**src/rtl/smram_pkg.sv**
```systemverilog
package smram_pkg;

    typedef enum logic [1:0] {
        TGT_DRAM   = 2'd0,
        TGT_VIDEO  = 2'd1,
        TGT_REJECT = 2'd2
    } tgt_e;

    // Control register layout, MSB first: bit3 lock, bit2 open, bit1 top enable, bit0 legacy enable
    typedef struct packed {
        logic lock;
        logic open;
        logic top_en;
        logic leg_en;
    } ctrl_t;

    typedef struct packed {
        logic leg_hit;
        logic top_hit;
    } hit_t;

    localparam logic [1:0] REG_CTRL = 2'd0;
    localparam logic [1:0] REG_BASE = 2'd1;
    localparam logic [1:0] REG_SIZE = 2'd2;

    localparam logic [31:0] LEG_BASE  = 32'h000A_0000;
    localparam int          LEG_LOG2  = 17;

    // Routing rule; the legacy window decides first when both windows match
    function automatic tgt_e pick_target(input hit_t h, input ctrl_t c, input logic smm);
        logic priv;
        priv = smm || (c.open && !c.lock);
        if (h.leg_hit) begin
            if (!c.leg_en)  return TGT_VIDEO;
            return priv ? TGT_DRAM : TGT_VIDEO;
        end
        if (h.top_hit && c.top_en) begin
            return priv ? TGT_DRAM : TGT_REJECT;
        end
        return TGT_DRAM;
    endfunction

endpackage

```
**src/rtl/smram_cfg.sv**
```systemverilog
module smram_cfg
    import smram_pkg::*;
#(
    parameter int ADDR_W    = 32,
    parameter int MIN_SHIFT = 20,
    parameter int SIZE_W    = 2
) (
    input  logic              clk,
    input  logic              rst,
    input  logic              cfg_we,
    input  logic [1:0]        cfg_addr,
    input  logic [ADDR_W-1:0] cfg_wdata,
    output logic [ADDR_W-1:0] cfg_rdata,
    output ctrl_t             ctrl,
    output logic [ADDR_W-1:0] top_base,
    output logic [SIZE_W-1:0] top_size
);

    localparam logic [ADDR_W-1:0] ONE = {{(ADDR_W-1){1'b0}}, 1'b1};

    ctrl_t             ctrl_q;
    logic [ADDR_W-1:0] base_q;
    logic [SIZE_W-1:0] size_q;

    logic [ADDR_W-1:0] cur_mask;
    logic [ADDR_W-1:0] new_mask;
    logic [SIZE_W-1:0] new_size;
    logic              base_ok;
    logic              size_ok;

    always_comb begin
        new_size = cfg_wdata[SIZE_W-1:0];
        cur_mask = (ONE << (MIN_SHIFT + int'(size_q))) - ONE;
        new_mask = (ONE << (MIN_SHIFT + int'(new_size))) - ONE;
        base_ok  = (cfg_wdata & cur_mask) == '0;
        size_ok  = (base_q & new_mask) == '0;
    end

    always_ff @(posedge clk) begin
        if (rst) begin
            ctrl_q <= '0;
            base_q <= '0;
            size_q <= '0;
        end else if (cfg_we && !ctrl_q.lock) begin
            case (cfg_addr)
                REG_CTRL: begin
                    ctrl_q.leg_en <= cfg_wdata[0];
                    ctrl_q.top_en <= cfg_wdata[1];
                    ctrl_q.open   <= cfg_wdata[2] && !cfg_wdata[3];
                    ctrl_q.lock   <= cfg_wdata[3];
                end
                REG_BASE: if (base_ok) base_q <= cfg_wdata;
                REG_SIZE: if (size_ok) size_q <= new_size;
                default: ;
            endcase
        end
    end

    always_comb begin
        cfg_rdata = '0;
        case (cfg_addr)
            REG_CTRL: cfg_rdata[3:0]        = ctrl_q;
            REG_BASE: cfg_rdata             = base_q;
            REG_SIZE: cfg_rdata[SIZE_W-1:0] = size_q;
            default:  cfg_rdata             = '0;
        endcase
    end

    assign ctrl     = ctrl_q;
    assign top_base = base_q;
    assign top_size = size_q;

    p_lock_sticky_r9: assert property (@(posedge clk) disable iff (rst)
        ctrl_q.lock |=> ctrl_q.lock);

    p_locked_frozen_r9: assert property (@(posedge clk) disable iff (rst)
        ctrl_q.lock |=> ($stable(base_q) && $stable(size_q) && $stable(ctrl_q)));

    p_open_dropped_r7: assert property (@(posedge clk) disable iff (rst)
        ctrl_q.lock |-> !ctrl_q.open);

    p_base_aligned_r8: assert property (@(posedge clk) disable iff (rst)
        (base_q & cur_mask) == '0);

endmodule

```
**src/rtl/smram_decode.sv**
```systemverilog
module smram_decode
    import smram_pkg::*;
#(
    parameter int ADDR_W    = 32,
    parameter int MIN_SHIFT = 20,
    parameter int SIZE_W    = 2
) (
    input  logic [ADDR_W-1:0] addr,
    input  logic [ADDR_W-1:0] top_base,
    input  logic [SIZE_W-1:0] top_size,
    output hit_t              hit
);

    localparam logic [ADDR_W-1:0] ONE = {{(ADDR_W-1){1'b0}}, 1'b1};
    localparam logic [ADDR_W-1:0] LEG = LEG_BASE[ADDR_W-1:0];

    logic [ADDR_W-1:0] span;

    always_comb begin
        span        = (ONE << (MIN_SHIFT + int'(top_size))) - ONE;
        hit.leg_hit = addr[ADDR_W-1:LEG_LOG2] == LEG[ADDR_W-1:LEG_LOG2];
        hit.top_hit = ((addr ^ top_base) & ~span) == '0;
    end

endmodule

```
**src/rtl/smram_route.sv**
```systemverilog
module smram_route
    import smram_pkg::*;
#(
    parameter int ADDR_W = 32
) (
    input  logic              clk,
    input  logic              rst,
    input  logic              req_valid,
    input  logic [ADDR_W-1:0] req_addr,
    input  logic              req_write,
    input  logic              req_smm,
    input  hit_t              hit,
    input  ctrl_t             ctrl,
    output logic              rsp_valid,
    output tgt_e              rsp_target,
    output logic [ADDR_W-1:0] rsp_addr,
    output logic              rsp_write,
    output logic              rsp_violation,
    output logic [ADDR_W-1:0] rsp_err_rdata
);

    tgt_e next_tgt;

    always_comb next_tgt = pick_target(hit, ctrl, req_smm);

    always_ff @(posedge clk) begin
        if (rst) begin
            rsp_valid     <= 1'b0;
            rsp_target    <= TGT_DRAM;
            rsp_addr      <= '0;
            rsp_write     <= 1'b0;
            rsp_violation <= 1'b0;
            rsp_err_rdata <= '0;
        end else begin
            rsp_valid     <= req_valid;
            rsp_violation <= req_valid && (next_tgt == TGT_REJECT);
            rsp_err_rdata <= (req_valid && next_tgt == TGT_REJECT && !req_write) ? '1 : '0;
            if (req_valid) begin
                rsp_target <= next_tgt;
                rsp_addr   <= req_addr;
                rsp_write  <= req_write;
            end
        end
    end

    p_resp_next_r2: assert property (@(posedge clk) disable iff (rst)
        req_valid |=> rsp_valid);

    p_resp_idle_r2: assert property (@(posedge clk) disable iff (rst)
        !req_valid |=> !rsp_valid);

    p_smm_served_r4: assert property (@(posedge clk) disable iff (rst)
        (req_valid && req_smm) |=> (rsp_target != TGT_REJECT && !rsp_violation));

    p_viol_target_r5: assert property (@(posedge clk) disable iff (rst)
        rsp_violation |-> (rsp_valid && rsp_target == TGT_REJECT));

    p_err_ones_r5: assert property (@(posedge clk) disable iff (rst)
        (rsp_violation && !rsp_write) |-> (rsp_err_rdata == '1));

    p_outside_dram_r6: assert property (@(posedge clk) disable iff (rst)
        (req_valid && !hit.leg_hit && !hit.top_hit) |=> (rsp_target == TGT_DRAM));

endmodule

```
**src/rtl/smram_guard.sv**
```systemverilog
module smram_guard
    import smram_pkg::*;
#(
    parameter int ADDR_W    = 32,
    parameter int MIN_SHIFT = 20,
    parameter int SIZE_W    = 2
) (
    input  logic              clk,
    input  logic              rst,
    input  logic              cfg_we,
    input  logic [1:0]        cfg_addr,
    input  logic [ADDR_W-1:0] cfg_wdata,
    output logic [ADDR_W-1:0] cfg_rdata,
    input  logic              req_valid,
    input  logic [ADDR_W-1:0] req_addr,
    input  logic              req_write,
    input  logic              req_smm,
    output logic              rsp_valid,
    output logic [1:0]        rsp_target,
    output logic [ADDR_W-1:0] rsp_addr,
    output logic              rsp_write,
    output logic              rsp_violation,
    output logic [ADDR_W-1:0] rsp_err_rdata
);

    ctrl_t             ctrl;
    logic [ADDR_W-1:0] top_base;
    logic [SIZE_W-1:0] top_size;
    hit_t              hit;
    tgt_e              tgt;

    smram_cfg #(.ADDR_W(ADDR_W), .MIN_SHIFT(MIN_SHIFT), .SIZE_W(SIZE_W)) u_cfg (
        .clk      (clk),
        .rst      (rst),
        .cfg_we   (cfg_we),
        .cfg_addr (cfg_addr),
        .cfg_wdata(cfg_wdata),
        .cfg_rdata(cfg_rdata),
        .ctrl     (ctrl),
        .top_base (top_base),
        .top_size (top_size)
    );

    smram_decode #(.ADDR_W(ADDR_W), .MIN_SHIFT(MIN_SHIFT), .SIZE_W(SIZE_W)) u_dec (
        .addr    (req_addr),
        .top_base(top_base),
        .top_size(top_size),
        .hit     (hit)
    );

    smram_route #(.ADDR_W(ADDR_W)) u_route (
        .clk          (clk),
        .rst          (rst),
        .req_valid    (req_valid),
        .req_addr     (req_addr),
        .req_write    (req_write),
        .req_smm      (req_smm),
        .hit          (hit),
        .ctrl         (ctrl),
        .rsp_valid    (rsp_valid),
        .rsp_target   (tgt),
        .rsp_addr     (rsp_addr),
        .rsp_write    (rsp_write),
        .rsp_violation(rsp_violation),
        .rsp_err_rdata(rsp_err_rdata)
    );

    assign rsp_target = tgt;

    p_overlap_legacy_r10: assert property (@(posedge clk) disable iff (rst)
        (req_valid && hit.leg_hit) |=> (rsp_target != 2'd2));

endmodule

```
**config.mk**
```make
export PLATFORM = sky130hd
export DESIGN_NAME = smram_guard
export DESIGN_NICKNAME = d
export VERILOG_FILES = /design/src/rtl/smram_pkg.sv /design/src/rtl/smram_cfg.sv /design/src/rtl/smram_decode.sv /design/src/rtl/smram_route.sv /design/src/rtl/smram_guard.sv
export SDC_FILE = /design/constraint.sdc
export NUM_CORES = 1
export LEC_CHECK = 0
export BUFFER_PORTS_ARGS = -buffer_cell sky130_fd_sc_hd__buf_2
export CAP_MARGIN = 10
export CORE_MARGIN = 1.5
export CORE_UTILIZATION = 41
export CTS_CLUSTER_SIZE = 16
export DETAILED_ROUTE_END_ITERATION = 6
export PLACE_DENSITY = 0.73
export SYNTH_ARGS = -nofsm -noshare
export SYNTH_HDL_FRONTEND = slang
export SYNTH_SLANG_ARGS = --single-unit
```
**constraint.sdc**
```tcl
create_clock -name clk -period 2 [get_ports clk]
set_input_delay 0.1 -clock clk [delete_from_list [all_inputs] [get_ports clk]]
set_output_delay 0.1 -clock clk [all_outputs]
set_load 0.01 [all_outputs]
```
==> flow_summary.yaml, run 1 <==
sta:
  worstMarginPinSlew_ps: 650
  skew_ps: 3.75
  post-route-period-util_pct: 93.7
  setup_viol: 0
  fmax_mhz: 534
  finalMaxSlewViolations: 0
  rsz0062_at_grt: "yes"
  layout_min_cycle_time_ps: 1870
  hold_viol_final: 0
  maxSlewHeadroom_pct: 56.6
  layout_setup_ws_ps: 126
logic_synthesis:
  syn_avg_cell_area_um2: 9.46
  synthTopCellsByArea: "dfxtp_1, mux2i_1, and2_1"
  netlist_area_um2: 3410
  synth_top_cell_area_share_pct: 44.6
  yosys.area.top_type: "dfxtp_1"
  synth_edf_count: 0
  async_flop_share_pct: 0
  ys_warn_count: 0
  synth_ff_type: "dfxtp_1"
  syn-num-nets: 435
  ys_seq_elements: 76
  ys_top_cells_by_count: "dfxtp_1, mux2i_1, nor2_1, and2_1, buf_4"
  synth_cell_types: 35
  ys_seq_area_share_pct: 44.6
  synth_cells: 361
  synth.most_common_cell: "dfxtp_1"
setup_path:
  cp-startpoint: "u_cfg.top_size[0]$_SDFFE_PP0P_"
  required_ps: 2230
  r2r_start: "u_cfg.top_size[0]$_SDFFE_PP0P_"
  start_kind: "register"
  critPathCaptureType: "register"
  critPathKind: "register to register"
  cp.arrival_ps: 2100
  critPathSlowestCell: "nor4_4"
  crit_fanout: 6
  worstPathCellList: "inv_2 > nand2_2 > ha_4 > o2111ai_4 > nor4_4 > buf_6 > mux2i_2 > nor2_1"
  critPathMaxStageDelay_ps: 410
run:
  maxCapViolCount: 0
placed_design:
  numPortBuffers: 172
  globalplace.congestion: 0.807
  dp_cells: 602
  placed_cell_area_um2: 4190
  hpwl_mm: 6.44
  dp_slack_ps: -136
routing:
  dr.pass1.iters: 4
  drt-initial-drc-count: 57
  drc_errors: 0
  viasPerCell: 4.75
  antenna_left: 0
  wirelength_mm: 8.87
  wire_per_inst_um: 13.9
  vias: 3033
cts:
  cts_sinks: 76
  tritoncts: "done"
  clock_latency_ps: 340
  ctsRootBufferMaster: "clkbuf_8"
  h-tree-depth: 3
  cts.clk_slew.worst_paths_ps: 80
  cts_buffers: 9
  clock_path_buffers: 2
  cts_setup_buffers: 0
layout:
  fill_cells: 743
  nets: 603
  drive_gt1_share_pct: 39.9
  postLayoutCellArea_um2: 4680
  fin_util_pct: 57.5
  syn2layout_area_growth_pct: 36.9
  post_layout_nonfiller_instances: 639
  diodes: 0
pwr:
  p_comb_share_pct: 11.5
  ir_drop_mv: 0.373
  p_per_area_nw_per_um2: 695
  p_seq_share_pct: 48.6
  sw_frac_of_total_pct: 24.6
  power_mw: 3.25
  leakage_nw: 2.38
  clockPowerShare_pct: 39.9
  power_switching_mw: 0.799
  p_int_mw: 2.45
global_route:
  grt.total_usage_pct: 19.5
  grt_pass1_vias: 2656
  grt_max_degree: 36
  overflow: 0
  antenna_found_initial: 0
  grt_pass1_wl_mm: 13.2
min_path:
  hold_class: "input pin to register"
  min_from: "req_addr[12]"
run_status:
  status: "completed"
die:
  die-area_um2: 8880
  row_count: 33
  die_x_um: 94.3
  coreArea_um2: 8130
  io_pins: 173
  fp.dieH_um: 94.3
  initial_core_util_pct: 42.0
## per-stage QoR
step	setup TNS, ps	hold WS (ps)
CTS	0	2.90
finish	0	12.8
detailed placement	-3030	282
global placement	-1340	279
global route	-8.73	4.89
floorplan	0	172
## power groups by stage
stage / registers, mW / clock network (mW) / logic (mW)
finish: 1.58 / 1.30 / 0.374
global route: 1.58 / 1.41 / 0.409
CTS: 1.58 / 1.33 / 0.365
detailed placement: 1.61 / 0 / 0.336
global placement: 1.61 / 0 / 0.328
floorplan: 1.63 / 0 / 0.144
## placed cells by master (no fill, tap or decap), types with 2 or more instances in the layout
cell type      synthesis  routed
buf_2                  0     172
dfxtp_1               76      75
mux2i_1               55      54
nor2_1                55      54
and2_1                48      48
dlygate4sd3_1          0      20
nor4_1                11      11
buf_4                 31      11
xor2_1                 9       9
clkbuf_8               0       9
a21oi_1                6       6
nand2b_1               5       5
nand2_1                7       5
nor2b_1                4       4
o21ai_0                4       4
nand4_1                4       4
inv_1                  5       3
xnor2_1                3       3
inv_2                  0       2
nand2_2                0       2
nor4b_1                2       2
o41ai_1                2       2
nand3_1                2       2
clkinv_4               0       2
bufinv_16              0       2
buf_6                  1       2
## critical path, delay by kind of cell, from the launching register on
kind            cells  cell delay, ps
simple gates        3             530
flops               1             370
fa+ha+maj           1             280
compound gates      1             110
mux                 1             200
buf+inv             2             270
## worst paths after layout
check | slack [ps] | end | depth (start not counted)
worst min-delay path | 10 | u_route.rsp_addr[12]$_SDFFE_PP0P_ | 3
worst max register to register | 130 | u_cfg.top_base[31]$_SDFFE_PP0P_ | 8
worst min register to register | 470 | u_route.rsp_target[1]$_SDFFE_PP0P_ | 2
worst max-delay path | 130 | u_cfg.top_base[31]$_SDFFE_PP0P_ | 8
## metal layers
layer  global-route usage (%)  wire length, um
met1                     24.3             3790
met2                     33.4             4410
met3                     4.53              540
met4                     5.35              128
met5                        0                0
## cell type report
cell class,instances,area [um^2],area share (%)
Timing Repair Buffer,205,1170,24.9
Clock inverter,7,98.8,2.11
Multi-Input combinational cell,232,1610,34.5
Clock buffer,9,124,2.65
Sequential cell,76,1530,32.6
Inverter,5,18.8,0.401
Tap cell,105,131,2.81
## registers in the layout (all words and copies together), names as in the netlist
register	count
u_route.rsp_err_rdata	1
u_route.rsp_valid	1
u_route.rsp_addr	32
u_route.rsp_violation	1
u_cfg.top_base	32
u_cfg.ctrl	4
u_route.rsp_target	2
u_route.rsp_write	1
u_cfg.top_size	2
## timing repair
item | CTS | global route
gates cloned | 0 | 1
hold buffers | 19 | 1
hold endpoints to repair | 19 | 1
pin swaps | 0 | 2
gates resized for setup | 1 | 14
setup endpoints to repair | 20 | 32
## cell families after synthesis
family          count (synthesis)  share of synthesized area, %
compound gates                 17                          3.12
xor+xnor                       12                          3.08
fa+ha+maj                       2                         0.733
buf+inv                        53                          9.45
flops                          76                          44.6
mux                            55                          16.1
simple gates                  146                          22.9
Power figures use the tool's default switching activity.
==> inputs of run 2 (changes only) <==
--- a/config.mk
+++ b/config.mk
@@ -5,13 +5,14 @@
 export SDC_FILE = /design/constraint.sdc
 export NUM_CORES = 1
 export LEC_CHECK = 0
+export ABC_AREA = 1
 export BUFFER_PORTS_ARGS = -buffer_cell sky130_fd_sc_hd__buf_2
 export CAP_MARGIN = 10
 export CORE_MARGIN = 1.5
-export CORE_UTILIZATION = 41
+export CORE_UTILIZATION = 42
 export CTS_CLUSTER_SIZE = 16
 export DETAILED_ROUTE_END_ITERATION = 6
-export PLACE_DENSITY = 0.73
+export PLACE_DENSITY = 0.72
 export SYNTH_ARGS = -nofsm -noshare
 export SYNTH_HDL_FRONTEND = slang
 export SYNTH_SLANG_ARGS = --single-unit
==> run 2 against run 1 <==
  * The flow now finishes with violations (design-rule violations)
  * Global-route usage up 1.3 points
  * Register-to-register slack improved by 90 ps
  * Die area is 9.9% higher
  * Hold slack better by 26 ps
  * Sequential share of layout area fell by 2.2 points
  * Worst setup slack better by 91 ps
  * Maximum frequency is 5.1% higher
  * Core utilization down 0.76 points
  * Clock skew grew 3.3 ps
  * Sequential power about the same
  * Critical path depth up 3
  * Largest cell class unchanged
  * Largest power group unchanged
  * Highest routed layer unchanged
==> flow_summary.yaml, run 2 <==
logic_synthesis:
  synth_edf_count: 0
  ys_seq_area_share_pct: 39.5
  async_flop_share_pct: 0
  synth_ff_type: "dfxtp_1"
  netlist_area_um2: 3860
  ys_warn_count: 0
  yosys.area.top_type: "dfxtp_1"
  synth_cells: 561
  ys_top_cells_by_count: "nor2_1, dfxtp_1, nand2_1, inv_1, o21ai_0"
  synth_cell_types: 28
  synth_top_cell_area_share_pct: 39.5
  syn_avg_cell_area_um2: 6.87
  synth.most_common_cell: "nor2_1"
  ys_seq_elements: 76
  syn-num-nets: 635
  synthTopCellsByArea: "dfxtp_1, nor2_1, nand2_1"
sta:
  setup_viol: 0
  worstMarginPinSlew_ps: 671
  layout_min_cycle_time_ps: 1780
  skew_ps: 7.10
  hold_viol_final: 0
  tns_ps: 0
  finalMaxSlewViolations: 0
  whs_ps: 38.3
  maxSlewHeadroom_pct: 55.2
  post-route-period-util_pct: 89.1
  rsz0062_at_grt: "no"
  layout_setup_ws_ps: 218
  fmax_mhz: 561
setup_path:
  critPathMaxStageDelay_ps: 380
  critPathSlowestCell: "dfxtp_1"
  critPathTopFamily: "simple AND/OR/NAND/NOR gates"
  start_kind: "register"
  cp.depth: 11
  r2r_cells: 11
  required_ps: 2240
  crit_fanout: 24
  cp.arrival_ps: 2020
  worst_path_most_repeated_cell: "nor2_1"
  worstPathCellList: "nor2_1 > inv_1 > ha_1 > nor2_1 > nor2_1 > nand2_1 > nor2_4 > buf_6 > nand3_1 > nand2_1 > nor2_1"
  critPathCaptureType: "register"
  cp_num_buf_inv: 2
  critPathKind: "register to register"
layout:
  fill_cells: 831
  diodes: 0
  multiInputGateArea_um2: 1640
  layout_commonest_cell: "buf_2"
  nets: 791
  syn2layout_area_growth_pct: 29.5
  drive_gt1_share_pct: 33.9
  seq_area_um2: 1520
  mostFrequentLayoutCells: "buf_2, nor2_1, dfxtp_1"
  fin_util_pct: 56.7
die:
  fp.dieH_um: 98.8
  row_count: 34
  initial_core_util_pct: 43.8
  coreArea_um2: 8810
  die_x_um: 98.8
  die-area_um2: 9770
  io_pins: 173
pwr:
  power_mw: 3.35
  leakage_nw: 2.63
  p_per_area_nw_per_um2: 670
  power_switching_mw: 0.851
  p_seq_share_pct: 47.6
  ir_drop_mv: 0.309
  p_comb_share_pct: 12.4
  p_int_mw: 2.49
  clockPowerShare_pct: 40.1
  sw_frac_of_total_pct: 25.4
routing:
  antenna_left: 0
  drt-initial-drc-count: 162
  wire_per_inst_um: 12.2
  viasPerCell: 4.73
  wirelength_mm: 10.1
  dr.pass1.iters: 7
  vias: 3927
  drc_errors: 15
placed_design:
  dp_slack_ps: 121
  hpwl_mm: 7.41
  numPortBuffers: 172
  globalplace.congestion: 0.849
cts:
  cts_sinks: 76
  h-tree-depth: 3
  cts.clk_slew.worst_paths_ps: 80
  tritoncts: "done"
  ctsRootBufferMaster: "clkbuf_8"
  clock_path_buffers: 2
  clock_latency_ps: 340
  cts_buffers: 9
  cts_setup_buffers: 0
global_route:
  busiest_layer: "met2"
  grt_pass1_wl_mm: 16.3
  grt_pass1_vias: 3488
  overflow: 0
  groute.layer.met3.usage_pct: 3.19
  grt.total_usage_pct: 20.8
  antenna_found_initial: 0
  grt_max_degree: 72
  grtUsageMet1_pct: 26.6
  met2_usage_pct: 34.7
run_status:
  status: "finished, violations left"
  failed_checks: "design-rule violations"
run:
  maxCapViolCount: 0
min_path:
  hold_class: "input pin to register"
  holdPathStages: 3
[run 2: changes by cell type after synthesis, moves of 35 or more]
cell	previous run	this run
and2_1	48	0
inv_1	5	64
mux2i_1	55	0
nand2_1	7	67
nor2_1	55	140
o21ai_0	4	39
[run 2: layout make-up]
| cell class | instances | area share (%) |
|---|---|---|
| Multi-Input combinational cell | 342 | 32.8 |
| Sequential cell | 76 | 30.5 |
| Timing Repair Buffer | 198 | 22.6 |
| Inverter | 90 | 6.76 |
| Clock buffer | 10 | 2.76 |
| Tap cell | 108 | 2.71 |
| Clock inverter | 6 | 1.90 |
[run 2: cells by family after synthesis]
family                     Yosys count  share of synthesized area, %
AOI/OAI and AO/OA                   71                          9.54
xor gates and xnor gates             4                         0.909
adders and majority gates            2                         0.649
buffers and inverters              143                          18.1
DFF                                 76                          39.5
and+or+nand+nor                    265                          31.3
[run 2: power by group through the flow]
| stage | clock network [mW] | logic, mW | registers (mW) |
|---|---|---|---|
| after floorplan | 0 | 0.176 | 1.65 |
| after global placement | 0 | 0.372 | 1.62 |
| after detailed placement | 0 | 0.379 | 1.63 |
| after CTS | 1.38 | 0.414 | 1.59 |
| after global routing | 1.43 | 0.460 | 1.60 |
| final | 1.34 | 0.413 | 1.59 |
[run 2: tightest hold or removal path, stage by stage]
cell	delay, ps
buf_2	120
inv_1	70
a21oi_1	60
[run 2: per-stage QoR]
| stage | cell area (um^2) | std cells |
|---|---|---|
| after floorplan | 3860 | 561 |
| after global placement | 4530 | 792 |
| after detailed placement | 4530 | 792 |
| after CTS | 4990 | 830 |
| after global routing | 4990 | 830 |
| final | 4990 | 830 |
[run 2: metal layers]
layer	wire, um	share of wire (%)
met1	4430	44
met5	0	0
met3	585	5.8
met4	249	2.5
met2	4840	48
[run 2: worst paths after layout]
path	from	end	slack [ps]
setup / recovery	u_cfg.top_size[0]$_SDFFE_PP0P_	u_cfg.top_base[26]$_SDFFE_PP0P_	220
hold / removal	req_addr[25]	u_route.rsp_addr[25]$_SDFFE_PP0P_	40
setup reg to reg	u_cfg.top_size[0]$_SDFFE_PP0P_	u_cfg.top_base[26]$_SDFFE_PP0P_	220
hold reg to reg	u_cfg.top_base[18]$_SDFFE_PP0P_	u_cfg.top_base[18]$_SDFFE_PP0P_	450
[run 2: repair_timing]
item	4_1_cts	5_1_grt
endpoints found under the hold margin	24	0
resized for setup	0	2
endpoints found under the setup margin	0	24
hold buffers	22	0
==> inputs of run 3 (changes only) <==
--- a/config.mk
+++ b/config.mk
@@ -8,11 +8,11 @@
 export ABC_AREA = 1
 export BUFFER_PORTS_ARGS = -buffer_cell sky130_fd_sc_hd__buf_2
 export CAP_MARGIN = 10
+export CORE_ASPECT_RATIO = 0.7
 export CORE_MARGIN = 1.5
 export CORE_UTILIZATION = 42
-export CTS_CLUSTER_SIZE = 16
 export DETAILED_ROUTE_END_ITERATION = 6
-export PLACE_DENSITY = 0.72
+export PLACE_DENSITY = 0.7
 export SYNTH_ARGS = -nofsm -noshare
 export SYNTH_HDL_FRONTEND = slang
 export SYNTH_SLANG_ARGS = --single-unit
==> constraint.sdc (replaced) <==
create_clock -name clk -period 1.95 [get_ports clk]
set_input_delay 0.0975 -clock clk [delete_from_list [all_inputs] [get_ports clk]]
set_output_delay 0.0975 -clock clk [all_outputs]
set_load 0.01 [all_outputs]
==> run 3 against run 2 <==
  * Core utilization fell by 1.7 points
  * Sequential share of layout area grew 0.26 points
  * The flow now finishes without violations
  * Critical path type unchanged
  * Sequential cell count unchanged
  * Non-clock buffer count decreased by 11
  * Final area shrank 0.85%
==> flow_summary.yaml, run 3 (synthesized netlist as in run 2, its figures left out) <==
global_route:
  grt_pass1_vias: 3515
  grt.total_usage_pct: 20.9
  grt_pass1_wl_mm: 16.6
  grt_max_degree: 36
  overflow: 0
  antenna_found_initial: 0
sta:
  setup_viol: 0
  maxSlewHeadroom_pct: 57.0
  whs_ps: 10.1
  tns_ps: 0
  hold_viol_final: 0
  skew_ps: 5.47
  rsz0062_at_grt: "no"
  layout_setup_ws_ps: 183
  finalMaxSlewViolations: 0
  fmax_mhz: 566
  worstMarginPinSlew_ps: 644
  post-route-period-util_pct: 90.6
  layout_min_cycle_time_ps: 1770
setup_path:
  critPathCaptureType: "register"
  critPathKind: "register to register"
  critPathSlowestCell: "dfxtp_1"
  worstPathCellList: "nor2_1 > inv_1 > ha_1 > nor2_1 > nor2_1 > nand2_1 > nor2_4 > nand2_2 > buf_4 > nand3_2 > inv_2"
  critPathTopFamily: "simple AND/OR/NAND/NOR gates"
  cp.arrival_ps: 2040
  start_kind: "register"
  cp_num_buf_inv: 3
  crit_fanout: 20
  critPathMaxStageDelay_ps: 380
  worst_path_most_repeated_cell: "nor2_1"
  required_ps: 2220
die:
  initial_core_util_pct: 42.9
  die-area_um2: 9770
  coreArea_um2: 9000
  io_pins: 173
  fp.dieH_um: 83.2
  row_count: 29
  die_x_um: 118
layout:
  nets: 780
  fill_cells: 900
  diodes: 0
  mostFrequentLayoutCells: "buf_2, nor2_1, dfxtp_1"
  fin_util_pct: 55.0
  seq_area_um2: 1520
  layout_commonest_cell: "buf_2"
  postLayoutCellArea_um2: 4950
  syn2layout_area_growth_pct: 28.4
  drive_gt1_share_pct: 34.6
  multiInputGateArea_um2: 1640
routing:
  drt-met1-wl_mm: 4.72
  dr_wl_met2_mm: 4.66
  dr.pass1.iters: 4
  antenna_left: 0
  drc_errors: 0
  dr_wl_met3_um: 561
  routed.top_layer: "met4"
  viasPerCell: 4.62
  wirelength_mm: 10.1
  drt-initial-drc-count: 228
  wire_per_inst_um: 12.1
  vias: 3857
pwr:
  ir_drop_mv: 0.478
  p_per_area_nw_per_um2: 747
  leakage_nw: 2.60
cts:
  h-tree-depth: 3
  cts_setup_buffers: 0
  ctsRootBufferMaster: "clkbuf_16"
  cts.clk_slew.worst_paths_ps: 60
  tritoncts: "done"
  cts_buffers: 9
  clock_path_buffers: 2
  clock_latency_ps: 320
  cts_sinks: 76
placed_design:
  hpwl_mm: 7.68
  placed_cell_area_um2: 4560
  dp_slack_ps: 173
  numPortBuffers: 172
  globalplace.congestion: 0.846
run_status:
  status: "completed"
run:
  maxCapViolCount: 0
min_path:
  hold_class: "input pin to register"
[run 3: cell count changes in the layout (fill, tap and decap cells not counted), moves of 3 or more]
cell and delta:
buf_4 +3, clkbuf_16 +9, clkbuf_8 -9, dlygate4sd3_1 -13
[run 3: cell type report]
type,count,area share (%)
repair buffers,187,20.2
clock buffers,11,4.90
well taps,124,3.13
multi-input cells,342,33.0
flip-flops and latches,76,30.7
inverters,90,6.82
clock inverters,5,1.21
[run 3: metal layers]
layer,vias to the layer above,track usage (%)
met5,-,0
met1,1732,27.7
li1,1976,-
met2,131,34.7
met4,0,6.54
met3,18,3.85
[run 3: stage by stage]
step | instances | power (mW)
finish | 835 | 3.70
CTS | 835 | 3.73
global route | 835 | 3.85
global placement | 810 | 2.05
detailed placement | 810 | 2.06
floorplan | 561 | 1.87
[run 3: power by group]
part	switching [mW]	total [mW]	internal, mW
Clock	0.632	1.66	1.03
Combinational	0.238	0.403	0.165
Sequential	0.0268	1.64	1.61
Total	0.896	3.70	2.80
[run 3: worst paths after layout]
kind	to	slack, ps	start	depth (start not counted)
max	u_cfg.top_base[4]$_SDFFE_PP0P_	180	u_cfg.top_size[0]$_SDFFE_PP0P_	11
min	u_route.rsp_addr[7]$_SDFFE_PP0P_	10	req_addr[7]	3
max reg2reg	u_cfg.top_base[4]$_SDFFE_PP0P_	180	u_cfg.top_size[0]$_SDFFE_PP0P_	11
min reg2reg	u_cfg.top_base[18]$_SDFFE_PP0P_	450	u_cfg.top_base[18]$_SDFFE_PP0P_	2
[run 3: worst register-to-register path: stages, from the launching register on]
cell and delay [ps]:
dfxtp_1 380, nor2_1 150, inv_1 60, ha_1 310
nor2_1 110, nor2_1 50, nand2_1 90, nor2_4 50
nand2_2 40, buf_4 290, nand3_2 130, inv_2 60
[run 3: what timing repair did]
action / CTS / global route
hold buffers: 9 / 0
resized for setup: 0 / 1
endpoints found under the setup margin: 0 / 9
hold endpoints to repair: 10 / 0
